`config.mk`:
```
export PLATFORM = sky130hd
export DESIGN_NAME = wport_read_monitor
export DESIGN_NICKNAME = d
export VERILOG_FILES = /design/src/rtl/wprm_pkg.sv /design/src/rtl/wprm_capture.sv /design/src/rtl/wprm_table.sv /design/src/rtl/wport_read_monitor.sv
export SDC_FILE = /design/constraint.sdc
export NUM_CORES = 1
export LEC_CHECK = 0
export BUFFER_PORTS_ARGS = -buffer_cell sky130_fd_sc_hd__buf_4
export CORE_MARGIN = 8
export CORE_UTILIZATION = 45
export CTS_BUF_LIST = sky130_fd_sc_hd__clkbuf_4
export DETAILED_ROUTE_END_ITERATION = 7
export GPL_ROUTABILITY_DRIVEN = 0
export HOLD_SLACK_MARGIN = 0.02
export PLACE_DENSITY = 0.61
export SYNTH_ARGS = -nofsm -noshare
export SYNTH_HDL_FRONTEND = slang
export SYNTH_SLANG_ARGS = --single-unit
```
`constraint.sdc`:
```
create_clock -name clk -period 15.43 [get_ports clk]
set_clock_uncertainty 0.05 [all_clocks]
set_input_delay 0.7715 -clock clk [delete_from_list [all_inputs] [get_ports clk]]
set_output_delay 0.7715 -clock clk [all_outputs]
set_load 0.01 [all_outputs]
```
`src/rtl/wprm_pkg.sv`:
```
package wprm_pkg;
  parameter int ADDR_W = 16;
  parameter int CART_W = 12;

  // strobes and data passed from capture control to the window datapath
  typedef struct packed {
    logic              evalStb;
    logic              ackStb;
    logic              cartSel;
    logic [CART_W-1:0] effLow;
  } ctrlStb_t;

  typedef struct packed {
    logic              valid;
    logic [CART_W-1:0] start;
    logic [CART_W-1:0] size;
    logic [CART_W-1:0] woff;
  } window_t;
endpackage

```
`src/rtl/wprm_capture.sv`:
```
module wprm_capture
  import wprm_pkg::*;
(
  input  logic              clk,
  input  logic              rstN,
  input  logic              busValid,
  input  logic              busRead,
  input  logic [ADDR_W-1:0] busAddr,
  input  logic              instStart,
  input  logic              hostAck,
  output ctrlStb_t          stb
);
  logic [ADDR_W-1:0] lastRead, lastWrite, effAddr;
  logic              wroteQ;

  always_ff @(posedge clk) begin
    if (!rstN) begin
      lastRead  <= '0;
      lastWrite <= '0;
      wroteQ    <= 1'b0;
    end else if (busValid) begin
      if (instStart) begin
        // clear for the new instruction, then capture the fetch itself
        lastRead  <= busRead ? busAddr : '0;
        lastWrite <= busRead ? '0 : busAddr;
        wroteQ    <= !busRead;
      end else if (busRead) begin
        lastRead <= busAddr;
      end else begin
        lastWrite <= busAddr;
        wroteQ    <= 1'b1;
      end
    end
  end

  always_comb begin
    if (!wroteQ)                     effAddr = lastRead;
    else if (lastRead != lastWrite)  effAddr = lastRead;
    else                             effAddr = '0;
  end

  always_comb begin
    stb.evalStb = busValid && instStart;
    stb.ackStb  = hostAck;
    stb.cartSel = effAddr[CART_W];
    stb.effLow  = effAddr[CART_W-1:0];
  end

  // an opcode fetch read becomes the effective address of the new instruction
  assert_fetch_capture_R2: assert property (@(posedge clk) disable iff (!rstN)
    (busValid && instStart && busRead) |=>
      (stb.cartSel == $past(busAddr[CART_W]) && stb.effLow == $past(busAddr[CART_W-1:0])));

  // a read of the written address after a write yields zero
  assert_rmw_suppress_R4: assert property (@(posedge clk) disable iff (!rstN)
    (busValid && !instStart && busRead && wroteQ && busAddr == lastWrite) |=>
      (!stb.cartSel && stb.effLow == '0));
endmodule

```
`src/rtl/wprm_table.sv`:
```
module wprm_table
  import wprm_pkg::*;
#(
  parameter int NUM_WIN   = 8,
  parameter int IW        = $clog2(NUM_WIN),
  parameter int DEF_START = 'h080,
  parameter int DEF_SIZE  = 'h080,
  parameter int DEF_WOFF  = 0
) (
  input  logic              clk,
  input  logic              rstN,
  input  ctrlStb_t          stb,
  input  logic              cfgWe,
  input  logic [IW-1:0]     cfgIdx,
  input  logic              cfgValid,
  input  logic [CART_W-1:0] cfgStart,
  input  logic [CART_W-1:0] cfgSize,
  input  logic [CART_W-1:0] cfgWoff,
  output logic [CART_W-1:0] resultAddr,
  output logic              violFlag,
  output logic [CART_W-1:0] violAddr
);
  logic [NUM_WIN-1:0] winHit;
  logic               violNow;

  for (genvar g = 0; g < NUM_WIN; g++) begin : gWin
    window_t           win;
    logic [CART_W-1:0] loB, hiB;

    always_ff @(posedge clk) begin
      if (!rstN) begin
        if (g == 0) begin
          win.valid <= 1'b1;
          win.start <= CART_W'(DEF_START);
          win.size  <= CART_W'(DEF_SIZE);
          win.woff  <= CART_W'(DEF_WOFF);
        end else begin
          win <= '0;
        end
      end else if (cfgWe && cfgIdx == IW'(g)) begin
        win.valid <= cfgValid;
        win.start <= cfgStart;
        win.size  <= cfgSize;
        win.woff  <= cfgWoff;
      end
    end

    always_comb begin
      loB       = win.start + win.woff;
      hiB       = loB + win.size;
      winHit[g] = win.valid && (stb.effLow >= loB) && (stb.effLow < hiB);
    end
  end

  assign violNow = stb.cartSel && (|winHit);

  always_ff @(posedge clk) begin
    if (!rstN) begin
      resultAddr <= '0;
      violFlag   <= 1'b0;
      violAddr   <= '0;
    end else begin
      if (stb.evalStb)
        resultAddr <= violNow ? stb.effLow : '0;
      if (stb.evalStb && violNow) begin
        violFlag <= 1'b1;
        violAddr <= stb.effLow;
      end else if (stb.ackStb) begin
        violFlag <= 1'b0;
        violAddr <= '0;
      end
    end
  end

  // flag only rises at an instruction evaluation
  assert_flag_cause_R8: assert property (@(posedge clk) disable iff (!rstN)
    $rose(violFlag) |-> $past(stb.evalStb));

  // acknowledge without evaluation clears flag and address
  assert_ack_clears_R8: assert property (@(posedge clk) disable iff (!rstN)
    (stb.ackStb && !stb.evalStb) |=> (!violFlag && violAddr == '0));

  // nothing moves the sticky state without evaluation or acknowledge
  assert_hold_R8: assert property (@(posedge clk) disable iff (!rstN)
    (!stb.ackStb && !stb.evalStb) |=> ($stable(violFlag) && $stable(violAddr)));

  // outside the cartridge space the result is zero
  assert_cart_only_R5: assert property (@(posedge clk) disable iff (!rstN)
    (stb.evalStb && !stb.cartSel) |=> (resultAddr == '0));
endmodule

```
`src/rtl/wport_read_monitor.sv`:
```
module wport_read_monitor
  import wprm_pkg::*;
#(
  parameter int NUM_WIN = 8,
  localparam int IW     = $clog2(NUM_WIN)
) (
  input  logic              clk,
  input  logic              rstN,
  input  logic              busValid,
  input  logic              busRead,
  input  logic [ADDR_W-1:0] busAddr,
  input  logic              instStart,
  input  logic              hostAck,
  input  logic              cfgWe,
  input  logic [IW-1:0]     cfgIdx,
  input  logic              cfgValid,
  input  logic [CART_W-1:0] cfgStart,
  input  logic [CART_W-1:0] cfgSize,
  input  logic [CART_W-1:0] cfgWoff,
  output logic [CART_W-1:0] resultAddr,
  output logic              violFlag,
  output logic [CART_W-1:0] violAddr
);
  ctrlStb_t stb;

  wprm_capture uCapture (
    .clk(clk), .rstN(rstN), .busValid(busValid), .busRead(busRead),
    .busAddr(busAddr), .instStart(instStart), .hostAck(hostAck), .stb(stb)
  );

  wprm_table #(.NUM_WIN(NUM_WIN), .IW(IW)) uTable (
    .clk(clk), .rstN(rstN), .stb(stb),
    .cfgWe(cfgWe), .cfgIdx(cfgIdx), .cfgValid(cfgValid),
    .cfgStart(cfgStart), .cfgSize(cfgSize), .cfgWoff(cfgWoff),
    .resultAddr(resultAddr), .violFlag(violFlag), .violAddr(violAddr)
  );
endmodule

```
==> results_dict.tcl, run 1 <==
set metrics [dict create \
    die_w_um 251 \
    leakagePower_nw 11.8 \
    startpoint "uTable.gWin[2].win[0]" \
    cts_inserted_buffers 101 \
    yosysSeqAreaShare_pct 28.4 \
    cts_resized 0 \
    port-buffer-count 87 \
    boundaryPins 88 \
    drc 0 \
    cp_num_buf_inv 0 \
    final_area_um2 27500 \
    placed_cell_area_um2 26200 \
    post-route-period-util_pct 42.1 \
    crit_cells 25 \
    final_max_slew_viol_count 0 \
    drv_cap 0 \
    synthFlopType "dfxtp_1" \
    drive_gt1_share_pct 9.24 \
    post_cts_buffers 0 \
    grt_overflow 0 \
    critPathKind "flip-flop to flip-flop" \
    relSlewSlack_pct 8.43 \
    cts_tree "yes" \
    worst_path_max_delay_cell "a41oi_1" \
    detail-route-antenna-nets 0 \
    root_buffer "clkbuf_4" \
    async_reset_ff_share_pct 0 \
    grt_pass1_wl_um 121000 \
    reg2reg_setup_slack_ps 8940 \
    grt_pass1_vias 21553 \
    worst_ep_required_time_ps 16130 \
    cpMostUsedCell "a21oi_1" \
    final_nets 3575 \
    status "finished, final reports clean" \
    vias 21509 \
    max_freq_mhz 154 \
    drt-total-wl_um 77200 \
    holdCritPathClass "input port to flip-flop" \
    power.density_nw_per_um2 80.8 \
    cts.sinks 354 \
    mostFrequentLayoutCell "nand2_1" \
    grt_max_degree 147 \
    worst_slew_pin_slew_ps 1360 \
    syn_avg_cell_area_um2 8.19 \
    die-area_um2 63200 \
    initial_core_util_pct 45.3 \
    drtPass1Iterations 6 \
    synth_seq_cells 354 \
    worstSetupStartpointType "flip-flop" \
    ir_worst_vdd_uv 66.1 \
    rows 86 \
    cpPeakStageDelay_ps 680 \
    dp.final_hpwl_um 52100 \
    detail_route.wl_per_cell_um 19.5 \
    coreArea_um2 55000 \
    synth_edf_count 0 \
    clkTransAtPathRegs_ps 70 \
    yosysWarnings 0 \
    syn_to_final_growth_pct 10.3 \
    clock_latency_ps 870 \
    fin_crit_ps 6490 \
    setup_viol 0 \
    drt-initial-drc-count 1255 \
    layout_common_cells "nand2_1 (699), ha_1 (376), dfxtp_1 (354)" \
    finalPower_mw 2.22 \
    rsz0062_at_grt "no" \
    finalSetupTns_ps 0 \
    via_per_inst 5.44 \
    crit_path_max_fanout 13 \
    h-tree-depth 3 \
    antenna_found_initial 4 \
    r2r_start "uTable.gWin[2].win[0]" \
    yosys.cell_types.count 65 \
    hold_violations 0 \
    grt_usage_pct 24.2 \
    worstSetupEndpoint "uTable.violAddr[2]" \
    ff2ff_path_depth 25 \
    cts_buffer_depth 3 \
    arrival_ps 7200 \
    cp_top_family "compound AO/OA/AOI/OAI gates" \
    die_h_um 251 \
    syn-cell-area_um2 24900 \
    postCtsHoldBufs 0 \
    cp-end-kind "flip-flop" \
    netlist_instances 3045 \
    synth_nets 3500 \
    r2r-end "uTable.violAddr[2]" \
]
[synthesized netlist by cell type (all sizes together), types with 46 or more instances]
cell / count / area share, %
xor2: 54 / 1.9
ha: 376 / 19
nand2: 699 / 11
xnor2: 138 / 4.8
nand4: 53 / 1.4
o21bai: 54 / 1.6
nor2: 46 / 0.69
a21oi: 154 / 3.1
a21boi: 296 / 8.9
a21o: 89 / 2.7
clkbuf: 140 / 2.3
nor2b: 62 / 1.6
dfxtp: 354 / 28
inv: 157 / 2.4
[cell type report]
cell class | instances | area [um^2]
antenna | 1 | 2.50
multi-input combinational | 2386 | 16700
clock inverter | 41 | 240
tap | 748 | 936
sequential | 354 | 7090
fill | 5398 | 27500
timing repair buffer | 120 | 907
clock buffer | 144 | 1080
inverter | 157 | 589
[worst reg2reg max path: cells and delay by family, from the launching register on]
kind	cells	cell delay (ps)
and+or+nand+nor	3	1210
AOI/OAI and AO/OA	15	3150
xor gates and xnor gates	3	510
DFF	1	320
adders and majority gates	4	1170
[registers in the layout, indices dropped and copies added, names as in the netlist]
| name | count |
|---|---|
| uCapture.lastRead | 16 |
| uCapture.lastWrite | 16 |
| uCapture.wroteQ | 1 |
| uTable.violFlag | 1 |
| uTable.gWin.win | 296 |
| uTable.resultAddr | 12 |
| uTable.violAddr | 12 |
[metrics by stage]
stage / hold WS (ps) / util (%) / instances / worst slack [ps]
floorplan: 382 / - / 3045 / 10100
global placement: 396 / 47.6 / 3765 / 9110
detailed placement: 387 / 47.6 / 3765 / 8980
CTS: 76.8 / 50.0 / 3950 / 8980
global route: 132 / 50.0 / 3951 / 8490
finish: 163 / 50.0 / 3951 / 8940
[worst min-delay path by stage]
stage / cells after the start / from / to
after floorplan: 2 / uTable.gWin[0].win[36] / uTable.gWin[0].win[36]
after global placement: 2 / uTable.resultAddr[5] / uTable.resultAddr[5]
after detailed placement: 2 / uTable.resultAddr[1] / uTable.resultAddr[1]
after CTS: 3 / busAddr[4] / uCapture.lastRead[4]
after global routing: 3 / busAddr[12] / uCapture.lastRead[12]
final: 3 / busAddr[12] / uCapture.lastRead[12]
[report_power, final]
group | switching (mW) | internal [mW]
Sequential | 0.0141 | 0.934
Clock | 0.443 | 0.467
Combinational | 0.226 | 0.138
Total | 0.683 | 1.54
[kinds of logic after synthesis]
logic type,count (synthesis),share of synthesized area [%]
fa+ha+maj,392,20.2
xor+xnor,192,6.75
buf+inv,305,4.83
simple gates,1025,18.1
compound gates,776,21.7
flops,354,28.4
mux,1,0.0402
[per-layer routing]
layer	vias up	GRT usage (%)	share of wire [%]
met5	-	0	0
met4	0	11.6	4.4
met3	178	4.31	5.8
met2	566	41.5	47
met1	10062	29.2	43
li1	10703	-	-
Note: power is estimated with default switching activity, not from simulation.
==> run 2: changes to the inputs <==
Settings changed: PLACE_DENSITY 0.61 to 0.63.
Clock period 15.43 ns to 5.4 ns, I/O delays scaled along.
==> run 2 against run 1 <==
  * The run now ends with negative setup slack left
  * Clock power grew to 2.9 times the previous value
  * First-iteration DRC count is 16% higher
  * Clock-buffer cell count is 4 higher
  * Register-to-register slack worse by 9200 ps
  * Setup slack worse by 9200 ps
  * Combinational power grew to 3.5 times the previous value
  * Largest cell class unchanged
==> results_dict.tcl, run 2 (same netlist as run 1, synthesis figures left out) <==
set metrics [dict create \
    status "complete, but fails checks" \
    violations "negative setup slack" \
    root_buffer "clkbuf_4" \
    ir_worst_vdd_uv 162 \
    final_max_slew_viol_count 0 \
    finalSetupTns_ps -4580 \
    grt_pass1_vias 23483 \
    boundaryPins 88 \
    grt_overflow 0 \
    die_h_um 251 \
    clkTransAtPathRegs_ps 70 \
    clock_latency_ps 890 \
    top_register "uTable.gWin.win" \
    fin_crit_ps 5630 \
    holdCritPathClass "input port to flip-flop" \
    via_per_inst 5.49 \
    die-area_um2 63200 \
    rows 86 \
    grt_max_degree 256 \
    worstSetupStartpointType "flip-flop" \
    cp-end-kind "flip-flop" \
    reg_top3 "uTable.gWin.win x296, uCapture.lastRead x16, uCapture.lastWrite x16" \
    coreArea_um2 55000 \
    worst_ep_required_time_ps 6070 \
    setup_slack_ps -234 \
    use_met1_pct 32.4 \
    port-buffer-count 87 \
    die_w_um 251 \
    antenna_found_initial 8 \
    arrival_ps 6310 \
    drive_gt1_share_pct 18.5 \
    final_cell_count_no_fill 4257 \
    drt-total-wl_um 83500 \
    reg2reg_setup_slack_ps -230 \
    final_nets 3882 \
    post-route-period-util_pct 104 \
    worst_slew_pin_slew_ps 1280 \
    syn_to_final_growth_pct 23.4 \
    grtUsageMet2_pct 42.5 \
    relSlewSlack_pct 14.2 \
    gr-usage-met3_pct 4.64 \
    cts_tree "yes" \
    detail-route-antenna-nets 0 \
    dp.final_hpwl_um 56000 \
    detail_route.wl_per_cell_um 19.6 \
    drc 0 \
    leakagePower_nw 13.4 \
    grt_usage_pct 25.9 \
    grt_pass1_wl_um 129000 \
    busiest_layer "met2" \
    cts_buffer_depth 3 \
    cts_inserted_buffers 103 \
    drv_cap 0 \
    drtPass1Iterations 6 \
    h-tree-depth 3 \
    max_freq_mhz 178 \
    setup_viol 25 \
    layout_common_cells "nand2_1 (698), ha_1 (363), dfxtp_1 (350)" \
    hold_violations 0 \
    placedCellCount 3961 \
    drt-initial-drc-count 1461 \
    cts.sinks 354 \
    largest_reg_flops 296 \
    vias 23381 \
    critPathKind "flip-flop to flip-flop" \
    initial_core_util_pct 45.3 \
    mostFrequentLayoutCell "nand2_1" \
    power.density_nw_per_um2 215 \
    crit_path_max_fanout 6 \
    rsz0062_at_grt "yes" \
]
-- run 2: repair_timing --
action / in CTS / in global routing
setup endpoints to repair: 25 / 25
buffers inserted: 15 / 17
hold buffers: 78 / 0
gates cloned: 1 / 0
gates resized for setup: 88 / 63
hold endpoints to repair: 354 / 0
pin swaps: 60 / 91
-- run 2: per-stage QoR --
stage | cell area, um^2 | power (mW) | hold WS (ps) | util [%] | setup WS, ps
CTS | 30300 | 6.63 | 87.0 | 55.2 | -217
floorplan | 24900 | 3.45 | 382 | - | 71.4
global route | 30700 | 6.92 | 125 | 55.9 | -468
finish | 30700 | 6.61 | 184 | 55.9 | -234
detailed placement | 27700 | 3.88 | 387 | 50.4 | -1040
global placement | 27700 | 3.85 | 392 | 50.4 | -641
-- run 2: path summary, 6_finish.rpt --
| check | depth (start not counted) | end | startpoint |
|---|---|---|---|
| setup reg to reg | 27 | uTable.violAddr[7] | uTable.gWin[4].win[1] |
| setup / recovery | 27 | uTable.violAddr[7] | uTable.gWin[4].win[1] |
| hold reg to reg | 2 | uTable.resultAddr[1] | uTable.resultAddr[1] |
| hold / removal | 4 | uCapture.lastRead[14] | busAddr[14] |
-- run 2: routing by layer --
layer	share of wire, %	up-vias
met5	0	-
met4	5.0	0
met3	6.3	226
met2	46	737
met1	43	11089
li1	-	11329
-- run 2: critical path, stage by stage (launching register included) --
cell	delay, ps
dfxtp_1	330
buf_4	140
ha_1	290
a21o_1	190
a21oi_2	200
xnor2_1	230
ha_1	300
inv_1	70
o21bai_1	90
a21o_1	180
a21o_1	190
a21o_1	180
a21oi_1	220
or3b_2	470
o211a_1	140
ha_1	300
nand4_1	140
buf_4	170
nor3_2	180
nor4b_2	70
nand4b_1	100
a2111oi_2	50
buf_4	160
a211oi_4	340
nand4_4	230
clkbuf_16	220
nand4_1	120
o211ai_1	100
-- run 2: cell type report --
| cell class | instances | area, um^2 |
|---|---|---|
| Clock inverter | 31 | 214 |
| Inverter | 157 | 589 |
| Fill cell | 4945 | 24200 |
| Timing Repair Buffer | 425 | 3450 |
| Antenna cell | 8 | 20.0 |
| Tap cell | 748 | 936 |
| Multi-Input combinational cell | 2386 | 17300 |
| Sequential cell | 354 | 7090 |
| Clock buffer | 148 | 1110 |
-- run 2: power by group --
group          switching [mW]  internal [mW]  total (mW)
Clock                    1.23           1.39        2.62
Combinational           0.727          0.555        1.28
Sequential             0.0410           2.67        2.71
Total                    2.00           4.62        6.61
